===== src/rtl/tlb_lookup_pkg.sv =====
package tlb_lookup_pkg;
  parameter int unsigned NWAYS   = 4;
  parameter int unsigned MAX_ENT = 8;
  parameter int unsigned VAR_WAY = 3;
  parameter logic [31:0] RING_RESET = 32'h0403_0201;
  localparam int unsigned IDX_W = $clog2(MAX_ENT);
  localparam int unsigned WAY_W = $clog2(NWAYS);

  typedef struct packed {
    logic [31:0] vpn;
    logic [31:0] ppn;
    logic [7:0]  asid;
    logic [3:0]  attr;
  } entry_t;

  typedef enum logic [3:0] {
    C_OK       = 4'd0,
    C_I_MISS   = 4'd1,
    C_I_MULTI  = 4'd2,
    C_I_PRIV   = 4'd3,
    C_F_PROHIB = 4'd4,
    C_D_MISS   = 4'd9,
    C_D_MULTI  = 4'd10,
    C_D_PRIV   = 4'd11,
    C_L_PROHIB = 4'd12,
    C_S_PROHIB = 4'd13
  } cause_e;

  function automatic int unsigned way_shift(int unsigned w);
    case (w)
      0, 1:    return 12;
      2:       return 20;
      default: return 29;
    endcase
  endfunction

  function automatic int unsigned way_ibits(int unsigned w);
    return (w == VAR_WAY) ? 3 : 2;
  endfunction

  function automatic entry_t reset_entry(int unsigned w, int unsigned e);
    entry_t r;
    r = '0;
    if (w == VAR_WAY) begin
      r.vpn  = 32'(e) << 29;
      r.ppn  = 32'(e) << 29;
      r.asid = 8'd1;
      r.attr = 4'd3;
    end
    return r;
  endfunction
endpackage


===== src/rtl/tlb_entry_store.sv =====
module tlb_entry_store
  import tlb_lookup_pkg::*;
(
  input  logic                   clk,
  input  logic                   rst_n,
  input  logic                   wr_en,
  input  logic [WAY_W-1:0]       wr_way,
  input  logic [IDX_W-1:0]       wr_idx,
  input  logic [31:0]            wr_vpn,
  input  logic [31:0]            wr_ppn,
  input  logic [7:0]             wr_asid,
  input  logic [3:0]             wr_attr,
  input  logic [31:0]            lk_vaddr,
  output entry_t                 sel_o   [NWAYS],
  output logic [NWAYS-1:0]       tag_hit_o,
  output logic [31:0]            paddr_o [NWAYS],
  output logic [31:0]            size_o  [NWAYS]
);
  for (genvar w = 0; w < NWAYS; w++) begin : g_way
    localparam int unsigned SH = way_shift(w);
    localparam int unsigned IB = way_ibits(w);
    localparam logic [31:0] LOW  = (32'd1 << SH) - 32'd1;
    localparam logic [31:0] MASK = ~LOW;
    localparam logic [IDX_W-1:0] SLOT_MASK = IDX_W'((1 << IB) - 1);

    entry_t row_q [MAX_ENT];
    entry_t row_d [MAX_ENT];
    logic             wr_hit;
    logic [IDX_W-1:0] wr_slot;
    logic [IB-1:0]    lk_idx;

    assign wr_hit  = wr_en && (wr_way == WAY_W'(w));
    assign wr_slot = wr_idx & SLOT_MASK;

    always_comb begin
      row_d = row_q;
      if (wr_hit) begin
        row_d[wr_slot].vpn  = wr_vpn & MASK;
        row_d[wr_slot].ppn  = wr_ppn & MASK;
        row_d[wr_slot].asid = wr_asid;
        row_d[wr_slot].attr = wr_attr;
      end
    end

    always_ff @(posedge clk or negedge rst_n) begin
      if (!rst_n) begin
        for (int e = 0; e < MAX_ENT; e++) row_q[e] <= reset_entry(w, e);
      end else if (wr_hit) begin
        row_q <= row_d;
      end
    end

    assign lk_idx       = lk_vaddr[SH +: IB];
    assign sel_o[w]     = row_q[IDX_W'(lk_idx)];
    assign tag_hit_o[w] = (sel_o[w].asid != 8'd0) && (sel_o[w].vpn == (lk_vaddr & MASK));
    assign paddr_o[w]   = sel_o[w].ppn | (lk_vaddr & LOW);
    assign size_o[w]    = LOW + 32'd1;
  end
endmodule


===== src/rtl/tlb_ring_map.sv =====
module tlb_ring_map
  import tlb_lookup_pkg::*;
(
  input  logic             clk,
  input  logic             rst_n,
  input  logic             wr_en,
  input  logic [31:0]      wr_data,
  input  logic [7:0]       asid_i  [NWAYS],
  output logic [NWAYS-1:0] found_o,
  output logic [1:0]       ring_o  [NWAYS]
);
  logic [31:0] ring_q, ring_d;

  always_comb ring_d = wr_data;

  always_ff @(posedge clk or negedge rst_n) begin
    if (!rst_n)     ring_q <= RING_RESET;
    else if (wr_en) ring_q <= ring_d;
  end

  for (genvar w = 0; w < NWAYS; w++) begin : g_map
    always_comb begin
      found_o[w] = 1'b0;
      ring_o[w]  = 2'd0;
      for (int i = 3; i >= 0; i--) begin
        if (ring_q[i*8 +: 8] == asid_i[w]) begin
          found_o[w] = 1'b1;
          ring_o[w]  = 2'(i);
        end
      end
    end
  end
endmodule


===== src/rtl/tlb_attr_decode.sv =====
module tlb_attr_decode (
  input  logic [3:0] attr,
  output logic       can_r,
  output logic       can_w,
  output logic       can_x,
  output logic [1:0] cache
);
  always_comb begin
    can_r = 1'b0;
    can_w = 1'b0;
    can_x = 1'b0;
    cache = 2'd0;
    if (attr < 4'd12) begin
      can_r = 1'b1;
      can_x = attr[0];
      can_w = attr[1];
      cache = attr[3:2];
    end else if (attr == 4'd13) begin
      can_r = 1'b1;
      can_w = 1'b1;
      cache = 2'd3;
    end
  end

  always_comb begin
    if (attr == 4'd13) begin
      a_r7_isolate_rights : assert (can_r && can_w && !can_x && cache == 2'd3);
    end
  end
endmodule


===== src/rtl/tlb_lookup.sv =====
module tlb_lookup
  import tlb_lookup_pkg::*;
(
  input  logic        clk,
  input  logic        rst_n,
  input  logic        req_valid,
  input  logic [31:0] req_vaddr,
  input  logic        req_fetch,
  input  logic        req_store,
  input  logic [1:0]  req_priv,
  input  logic        wr_en,
  input  logic [1:0]  wr_way,
  input  logic [2:0]  wr_idx,
  input  logic [31:0] wr_vpn,
  input  logic [31:0] wr_ppn,
  input  logic [7:0]  wr_asid,
  input  logic [3:0]  wr_attr,
  input  logic        ring_wr_en,
  input  logic [31:0] ring_wr_data,
  output logic        rsp_valid,
  output logic [3:0]  rsp_cause,
  output logic [31:0] rsp_paddr,
  output logic [31:0] rsp_page_size,
  output logic [1:0]  rsp_cache
);
  entry_t           sel     [NWAYS];
  logic [7:0]       sel_asid[NWAYS];
  logic [31:0]      w_paddr [NWAYS];
  logic [31:0]      w_size  [NWAYS];
  logic [1:0]       w_ring  [NWAYS];
  logic [NWAYS-1:0] tag_hit, found, hit_w;

  tlb_entry_store u_store (
    .clk(clk), .rst_n(rst_n),
    .wr_en(wr_en), .wr_way(wr_way), .wr_idx(wr_idx),
    .wr_vpn(wr_vpn), .wr_ppn(wr_ppn), .wr_asid(wr_asid), .wr_attr(wr_attr),
    .lk_vaddr(req_vaddr),
    .sel_o(sel), .tag_hit_o(tag_hit), .paddr_o(w_paddr), .size_o(w_size)
  );

  for (genvar w = 0; w < NWAYS; w++) begin : g_asid
    assign sel_asid[w] = sel[w].asid;
  end

  tlb_ring_map u_ring (
    .clk(clk), .rst_n(rst_n),
    .wr_en(ring_wr_en), .wr_data(ring_wr_data),
    .asid_i(sel_asid), .found_o(found), .ring_o(w_ring)
  );

  assign hit_w = tag_hit & found;

  logic [3:0]  hit_attr;
  logic [1:0]  hit_ring;
  logic [31:0] hit_paddr, hit_size;

  always_comb begin
    hit_attr  = '0;
    hit_ring  = '0;
    hit_paddr = '0;
    hit_size  = '0;
    for (int w = 0; w < NWAYS; w++) begin
      if (hit_w[w]) begin
        hit_attr  = hit_attr  | sel[w].attr;
        hit_ring  = hit_ring  | w_ring[w];
        hit_paddr = hit_paddr | w_paddr[w];
        hit_size  = hit_size  | w_size[w];
      end
    end
  end

  logic       dec_r, dec_w, dec_x;
  logic [1:0] dec_cache;

  tlb_attr_decode u_dec (
    .attr(hit_attr), .can_r(dec_r), .can_w(dec_w), .can_x(dec_x), .cache(dec_cache)
  );

  cause_e      cause_d;
  logic        granted;
  logic        valid_q;
  logic [3:0]  cause_q;
  logic [31:0] paddr_d, paddr_q, size_d, size_q;
  logic [1:0]  cache_d, cache_q;

  always_comb begin
    if (req_fetch)      granted = dec_x;
    else if (req_store) granted = dec_w;
    else                granted = dec_r;

    if (hit_w == '0)                   cause_d = req_fetch ? C_I_MISS  : C_D_MISS;
    else if ($countones(hit_w) > 1)    cause_d = req_fetch ? C_I_MULTI : C_D_MULTI;
    else if (hit_ring < req_priv)      cause_d = req_fetch ? C_I_PRIV  : C_D_PRIV;
    else if (!granted)                 cause_d = req_fetch ? C_F_PROHIB :
                                                 (req_store ? C_S_PROHIB : C_L_PROHIB);
    else                               cause_d = C_OK;

    paddr_d = (cause_d == C_OK) ? hit_paddr : '0;
    size_d  = (cause_d == C_OK) ? hit_size  : '0;
    cache_d = (cause_d == C_OK) ? dec_cache : '0;
  end

  always_ff @(posedge clk or negedge rst_n) begin
    if (!rst_n) valid_q <= 1'b0;
    else        valid_q <= req_valid;
  end

  always_ff @(posedge clk or negedge rst_n) begin
    if (!rst_n) begin
      cause_q <= '0;
      paddr_q <= '0;
      size_q  <= '0;
      cache_q <= '0;
    end else if (req_valid) begin
      cause_q <= cause_d;
      paddr_q <= paddr_d;
      size_q  <= size_d;
      cache_q <= cache_d;
    end
  end

  assign rsp_valid     = valid_q;
  assign rsp_cause     = cause_q;
  assign rsp_paddr     = paddr_q;
  assign rsp_page_size = size_q;
  assign rsp_cache     = cache_q;

  a_r1_rsp_after_req : assert property (@(posedge clk) disable iff (!rst_n)
    req_valid |=> rsp_valid);
  a_r1_quiet_when_idle : assert property (@(posedge clk) disable iff (!rst_n)
    !req_valid |=> !rsp_valid);
  a_r4_fault_side : assert property (@(posedge clk) disable iff (!rst_n)
    req_valid |=> (rsp_cause == 4'd0) || (rsp_cause[3] == !$past(req_fetch)));
  a_r9_size_pow2 : assert property (@(posedge clk) disable iff (!rst_n)
    (rsp_valid && rsp_cause == 4'd0) |-> ($countones(rsp_page_size) == 1));
  a_r9_fault_zero : assert property (@(posedge clk) disable iff (!rst_n)
    (rsp_valid && rsp_cause != 4'd0) |-> (rsp_paddr == 32'd0 && rsp_page_size == 32'd0));
endmodule


===== config.mk =====
export PLATFORM = sky130hd
export DESIGN_NAME = tlb_lookup
export DESIGN_NICKNAME = d
export VERILOG_FILES = /design/src/rtl/tlb_lookup_pkg.sv /design/src/rtl/tlb_entry_store.sv /design/src/rtl/tlb_ring_map.sv /design/src/rtl/tlb_attr_decode.sv /design/src/rtl/tlb_lookup.sv
export SDC_FILE = /design/constraint.sdc
export NUM_CORES = 1
export LEC_CHECK = 0
export BUFFER_PORTS_ARGS = -buffer_cell sky130_fd_sc_hd__buf_2
export CAP_MARGIN = 0
export CORE_ASPECT_RATIO = 2
export CORE_MARGIN = 5
export CORE_UTILIZATION = 50
export CTS_BUF_LIST = sky130_fd_sc_hd__clkbuf_8
export DETAILED_ROUTE_END_ITERATION = 10
export HOLD_SLACK_MARGIN = 0.03
export PLACE_DENSITY = 0.78
export SLEW_MARGIN = 20
export SYNTH_ARGS = -nofsm -noshare
export SYNTH_HDL_FRONTEND = slang
export SYNTH_SLANG_ARGS = --single-unit

===== constraint.sdc =====
create_clock -name clk -period 3.8 [get_ports clk]
set_input_delay 0.76 -clock clk [delete_from_list [all_inputs] [get_ports clk]]
set_output_delay 0.76 -clock clk [all_outputs]
set_load 0.05 [all_outputs]

# --- Word-level counts from Yosys, hierarchy flattened ---
# Cells that the tools add are included.
word_totals:
  elab_cells: 319
  mem_bits_ro: 0
  memories: 0
  latchBits: 0
  reg_bits: 2535
  input_bits: 154
  output_inout_bits: 71
  mem_bits_rw: 0
op_classes:
  n_addsub: 3
  shift: 0
  n_eq_ne: 24
  n_div: 0
  n_bitwise: 19
  reduce_logical: 17
  n_mux: 112
  mul: 0
  n_lt_le_gt_ge: 10
op_table:
  columns: ["operator", "count"]
  rows:
  - ["bitwise mux 608 bit", 16]
  - ["demux 76 bit (select 3 bit)", 8]
  - ["binary-select mux 76 bit (select 3 bit)", 4]
  - ["two-way mux 76 bit", 10]
  - ["two-way mux 32 bit", 6]
  - ["== test 32 bit", 4]
  - ["== test 8 bit", 16]
  - ["OR 32 bit", 3]
  - ["two-way mux 44 bit", 2]
  - ["OR 32 x 12 -> 32 bit", 2]
  - ["two-way mux 4 bit", 14]
  - ["two-way mux 2 bit", 23]
  - ["OR 32 x 20 -> 32 bit", 1]
  - ["OR 32 x 29 -> 32 bit", 1]
  - ["nonzero test 8 bit", 4]
  - ["two-way mux 30 bit", 1]
  - ["two-way mux 13 bit", 2]
  - ["two-way mux 12 bit", 2]
  - ["two-way mux 1 bit", 23]
  - ["two-way mux 21 bit", 1]
  - [">= comparator 4 bit (second input constant)", 5]
  - ["NOT 2 -> 4 bit", 3]
  - ["OR 4 bit", 3]
  - ["logical AND 1 bit", 10]
  - ["other kinds (14)", 21]

# --- Logic depth before layout (Yosys ltp) ---
logic_depth:
  ltp_word: 28
  ltp_mapped: 19
  depth_no_buf: 14

# --- By module ---
# A second synthesis with hierarchy kept.
hier_totals:
  hier_cells: 3080
  hier_area_um2: 42041.6
by_module_without_submodules:
  columns: ["module", "n_inst", "cells_each", "area_per_inst_um2"]
  rows:
  - ["tlb_entry_store", 1, 2335, 34595.7]
  - ["tlb_lookup", 1, 445, 4344.2]
  - ["tlb_ring_map", 1, 292, 3044.2]
  - ["tlb_attr_decode", 1, 8, 57.6]

# --- Worst setup path after synthesis ---
# No wires, ideal clock.
synth_timing:
  kind: "in2reg"
  start: "input req_vaddr[29]"
  end: "register paddr_q[12] (netlist: rsp_paddr[12])"
  setup_slack_ps: -548
  path_stages: 14
  arrival_ps: 4271
  required_ps: 3723
  setup_ps: 77
  cell_sequence: "buf_4 -> mux4_2 -> mux2i_4 -> xor2_1 -> o2111ai_1 -> or4_4 -> a41oi_2 -> inv_2 -> fa_1 -> o21ai_0 -> a211oi_2 -> o21ai_4 -> buf_6 -> o2bb2ai_2"
synth_via:
  elab_chain_len: 22
  elab_cells_between_ends: 68
synth_lines:
  columns: ["element", "line_no", "source"]
  rows:
  - ["start: declaration", "tlb_lookup.sv:7", "input logic [31:0] req_vaddr,"]
  - ["parallel branches: the longest is 21 deep, another holds < comparator 4 bit", null, null]
  - ["two-way mux 32 bit (*)", "tlb_lookup.sv:98", "paddr_d = (cause_d == C_OK) ? hit_paddr : '0;"]
  - ["end signal: assignment", "tlb_lookup.sv:116", "paddr_q <= paddr_d;"]
  - ["end: declaration", "tlb_lookup.sv:83", "logic [31:0] paddr_d, paddr_q, size_d, size_q;"]
# Mark *: on every way between the ends. The select of a mux whose other input is x is not followed.
# A chain may end at the register's enable or synchronous reset.

# --- Worst setup path after layout ---
layout_timing:
  start: "register u_store.g_way[0].row_q[369] (netlist bit)"
  end: "register paddr_q[19] (netlist: rsp_paddr[19])"
layout_via:
  elab_chain_len: 24
  elab_cells_between_ends: 46
layout_lines:
  columns: ["element", "line_no", "source"]
  rows:
  - ["start: declaration", "tlb_entry_store.sv:26", "entry_t row_q [MAX_ENT];"]
  - ["start signal: assignment", "tlb_entry_store.sv:49", "row_q <= row_d;"]
  - ["binary-select mux 76 bit (select 3 bit) (*)", "tlb_entry_store.sv:54", "assign sel_o[w] = row_q[IDX_W'(lk_idx)];"]
  - ["two-way mux 76 bit (not written as such) (*) (2 in a row)", "tlb_entry_store.sv:54", null]
  - ["== test 32 bit (*)", "tlb_entry_store.sv:55", "assign tag_hit_o[w] = (sel_o[w].asid != 8'd0) && (sel_o[w].vpn == (lk_vaddr & MASK));"]
  - ["logical AND 1 bit (*)", "tlb_entry_store.sv:55", null]
  - ["bitwise AND 4 bit (*)", "tlb_lookup.sv:51", "assign hit_w = tag_hit & found;"]
  - ["parallel branches: the longest is 17 deep, another holds < comparator 4 bit", null, null]
  - ["two-way mux 32 bit (*)", "tlb_lookup.sv:98", null]
# Marks and branches as above.

==> results.json <==
{
  "viasPerCell": 6.04,
  "place_ws_ns": -1.14,
  "period_share": 1.04,
  "finalMaxSlewViolations": 0,
  "drt_iter0_markers": 1794,
  "layout_commonest_cell": "mux2_2",
  "max-slew-margin-rel": 0.295,
  "hold_start": "req_valid",
  "start_kind": "register",
  "synthCells": 2610,
  "hp-class": "in2reg",
  "power_leakage_nw": 18.7,
  "vias": 23800,
  "ys_warn_count": 0,
  "cts.sinks": 778,
  "min_period_ns": 3.95,
  "antenna_found_initial": 15,
  "start_util": 0.503,
  "syn-mean-instance-area_um2": 14.4,
  "wire_per_inst_um": 26.9,
  "setup_viol": 36,
  "fin_ws_ns": -0.150,
  "tritoncts": "built",
  "final_cell_mix": "mux2_2, dfrtp_1, buf_4, buf_2, xnor2_1",
  "cts_root_buf": "clkbuf_8",
  "num_rows": 142,
  "die_width_um": 204,
  "end_kind": "register",
  "post-route-util": 0.580,
  "cp.arrival_ns": 4.65,
  "cap_violations": 0,
  "synth-xor-area-share": 0.0395,
  "drc": 0,
  "rr_endpoint": "rsp_paddr[19]$_DFFE_PN0P_",
  "final_cell_area_um2": 43300,
  "synthSimpleGateAreaFrac": 0.0397,
  "setup_tns_ns": -3.67,
  "hold_depth": 1,
  "synth_cell_types": 85,
  "synthArstFlopShare": 1.00,
  "area_growth_pct": 15.4,
  "grt_use_total": 0.262,
  "grt_max_degree": 89,
  "r2r_slack_ns": -0.15,
  "die_h_um": 397,
  "grt_pass1_vias": 26900,
  "synth_mux_area_frac": 0.325,
  "synth-edff-count": 0,
  "io_buffers": 171,
  "ant_nets": 0,
  "crit_fanout": 17,
  "ys_ff_latch": 778,
  "crit_required_ns": 4.50,
  "detailed_place.area_um2": 40700,
  "wl_um": 106000,
  "yosysTopAreaCellShare": 0.484,
  "placeableCoreArea_um2": 74600,
  "hold_viol_final": 0,
  "grt_first_pass_wirelength_um": 162000,
  "max_freq_ghz": 0.253,
  "synth_ff_type": "dfrtp_1",
  "status": "complete, but fails checks",
  "synth_seq_area_share": 0.521,
  "tightest_slew_ns": 1.06,
  "clkLatencyLatePin_ns": 0.80,
  "r2r-start": "u_store.g_way[0].row_q[369]$_DFFE_PN0P_",
  "clockBufferDepth": 3,
  "yosys.area.top_type": "dfrtp_1",
  "firstDrtPassIters": 6,
  "netlist_area_um2": 37500,
  "place.gp.congestion": 0.928,
  "synthAdderAreaFrac": 0.00120,
  "violations": "negative setup slack",
  "cts_made_buffers": 108,
  "peakVddDrop_mv": 0.258,
  "hold-path-endpoint": "rsp_valid$_DFF_PN0_",
  "reg2reg_depth": 14,
  "cts_max_level": 3,
  "skew_ns": 0.0684,
  "synth_compound_area_frac": 0.0406,
  "io_pins": 225,
  "hpwl_um": 74800,
  "netlist_top_cells_area": "dfrtp_1, mux2_2, mux4_2",
  "power_w": 0.0228,
  "grt_setup_unrepaired": "yes",
  "path_class": "reg2reg",
  "finalNetCount": 3056,
  "clk_pin_slew_ns": 0.07,
  "die-area_um2": 80900,
  "cellPowerDensity_nw_per_um2": 528,
  "synth_top_family_by_area": "multiplexers",
  "grt_overflow_total": 0,
  "layout-drive-gt1-share": 0.531
}
-- logic make-up after synthesis --
logic type | Yosys count
xor+xnor | 169
compound gates | 169
fa+ha+maj | 3
buf+inv | 274
simple gates | 269
other cells | 1
flops | 778
mux | 947
-- sequential cells by signal, indices dropped and copies added (netlist names) --
name	count
rsp_cache	2
rsp_cause	4
rsp_paddr	32
rsp_page_size	3
rsp_valid	1
u_ring.ring_q	32
u_store.g_way.row_q	704
-- Yosys cell counts, types with 7 or more instances --
master,n
mux2i_1,64
o21ai_0,13
dfrtp_1,725
inv_1,12
a22oi_1,8
mux2_2,740
nand2b_1,11
clkbuf_1,166
a222oi_1,20
buf_4,37
nor4_1,19
a21oi_1,17
a21boi_0,14
nor3b_1,9
nand3_1,12
nand2_1,52
o2bb2ai_2,26
xor2_1,20
buf_6,8
nand4_1,39
mux4_2,140
or3_1,7
dfstp_2,53
buf_2,23
o2bb2ai_1,12
xnor2_1,149
buf_1,25
nor3_1,20
nor2_1,49
-- critical path, stage by stage (launching register included) --
cell and delay (ns):
dfrtp_1 0.37, mux4_2 0.52, xnor2_2 0.19, or4b_4 0.48, or4_4 0.49, nor3_2 0.11, buf_4 0.17, nand2b_4 0.07
fa_1 0.56, o21ai_2 0.08, a211oi_4 0.24, o21ai_4 0.10, buf_12 0.16, buf_12 0.16, o2bb2ai_2 0.14
-- per-stage QoR --
stage | cells | hold slack, ns
floorplan | 2638 | 0.464
global placement | 3718 | 0.470
detailed placement | 3718 | 0.468
CTS | 3923 | 0.0745
global route | 3929 | 0.131
finish | 3935 | 0.159
-- area by class of cell --
type                            count  area (um^2)
Inverter                           15         58.8
Multi-Input combinational cell   1586        17200
Timing Repair Buffer              410         3100
Antenna cell                       10         25.0
Clock buffer                      132         1820
Sequential cell                   778        19500
Fill cell                        5773        31300
Clock inverter                     68          435
Tap cell                          936         1170
-- routing by layer --
metal	up-vias	GRT usage	wire length, um
li1	10200	-	-
met1	12400	0.287	37000
met2	866	0.467	55900
met3	357	0.0504	5620
met4	14	0.158	7090
met5	-	0	97
-- worst max-delay path by stage --
stage	startpoint	end	depth (start not counted)
2_1_floorplan	req_vaddr[29]	rsp_cache[0]$_DFFE_PN0P_	14
3_3_place_gp	req_vaddr[12]	rsp_cause[3]$_DFFE_PN0P_	16
3_5_place_dp	req_vaddr[12]	rsp_cause[3]$_DFFE_PN0P_	16
4_1_cts	u_store.g_way[0].row_q[369]$_DFFE_PN0P_	rsp_paddr[21]$_DFFE_PN0P_	14
5_1_grt	u_store.g_way[0].row_q[369]$_DFFE_PN0P_	rsp_paddr[12]$_DFFE_PN0P_	16
6_report	u_store.g_way[0].row_q[369]$_DFFE_PN0P_	rsp_paddr[19]$_DFFE_PN0P_	14
-- report_power, final --
group	internal, W	switching, W
Combinational	0.00285	0.00207
Sequential	0.0101	0.00113
Clock	0.00344	0.00328
-- timing repair --
item,in CTS,in global routing
endpoints found under the setup margin,41,41
gates cloned,1,0
hold endpoints to repair,53,0
gates resized for setup,22,21
buffers inserted,3,2
hold buffers,1,0
pin swaps,1,3
No activity file was read; power rests on OpenSTA's default activity.
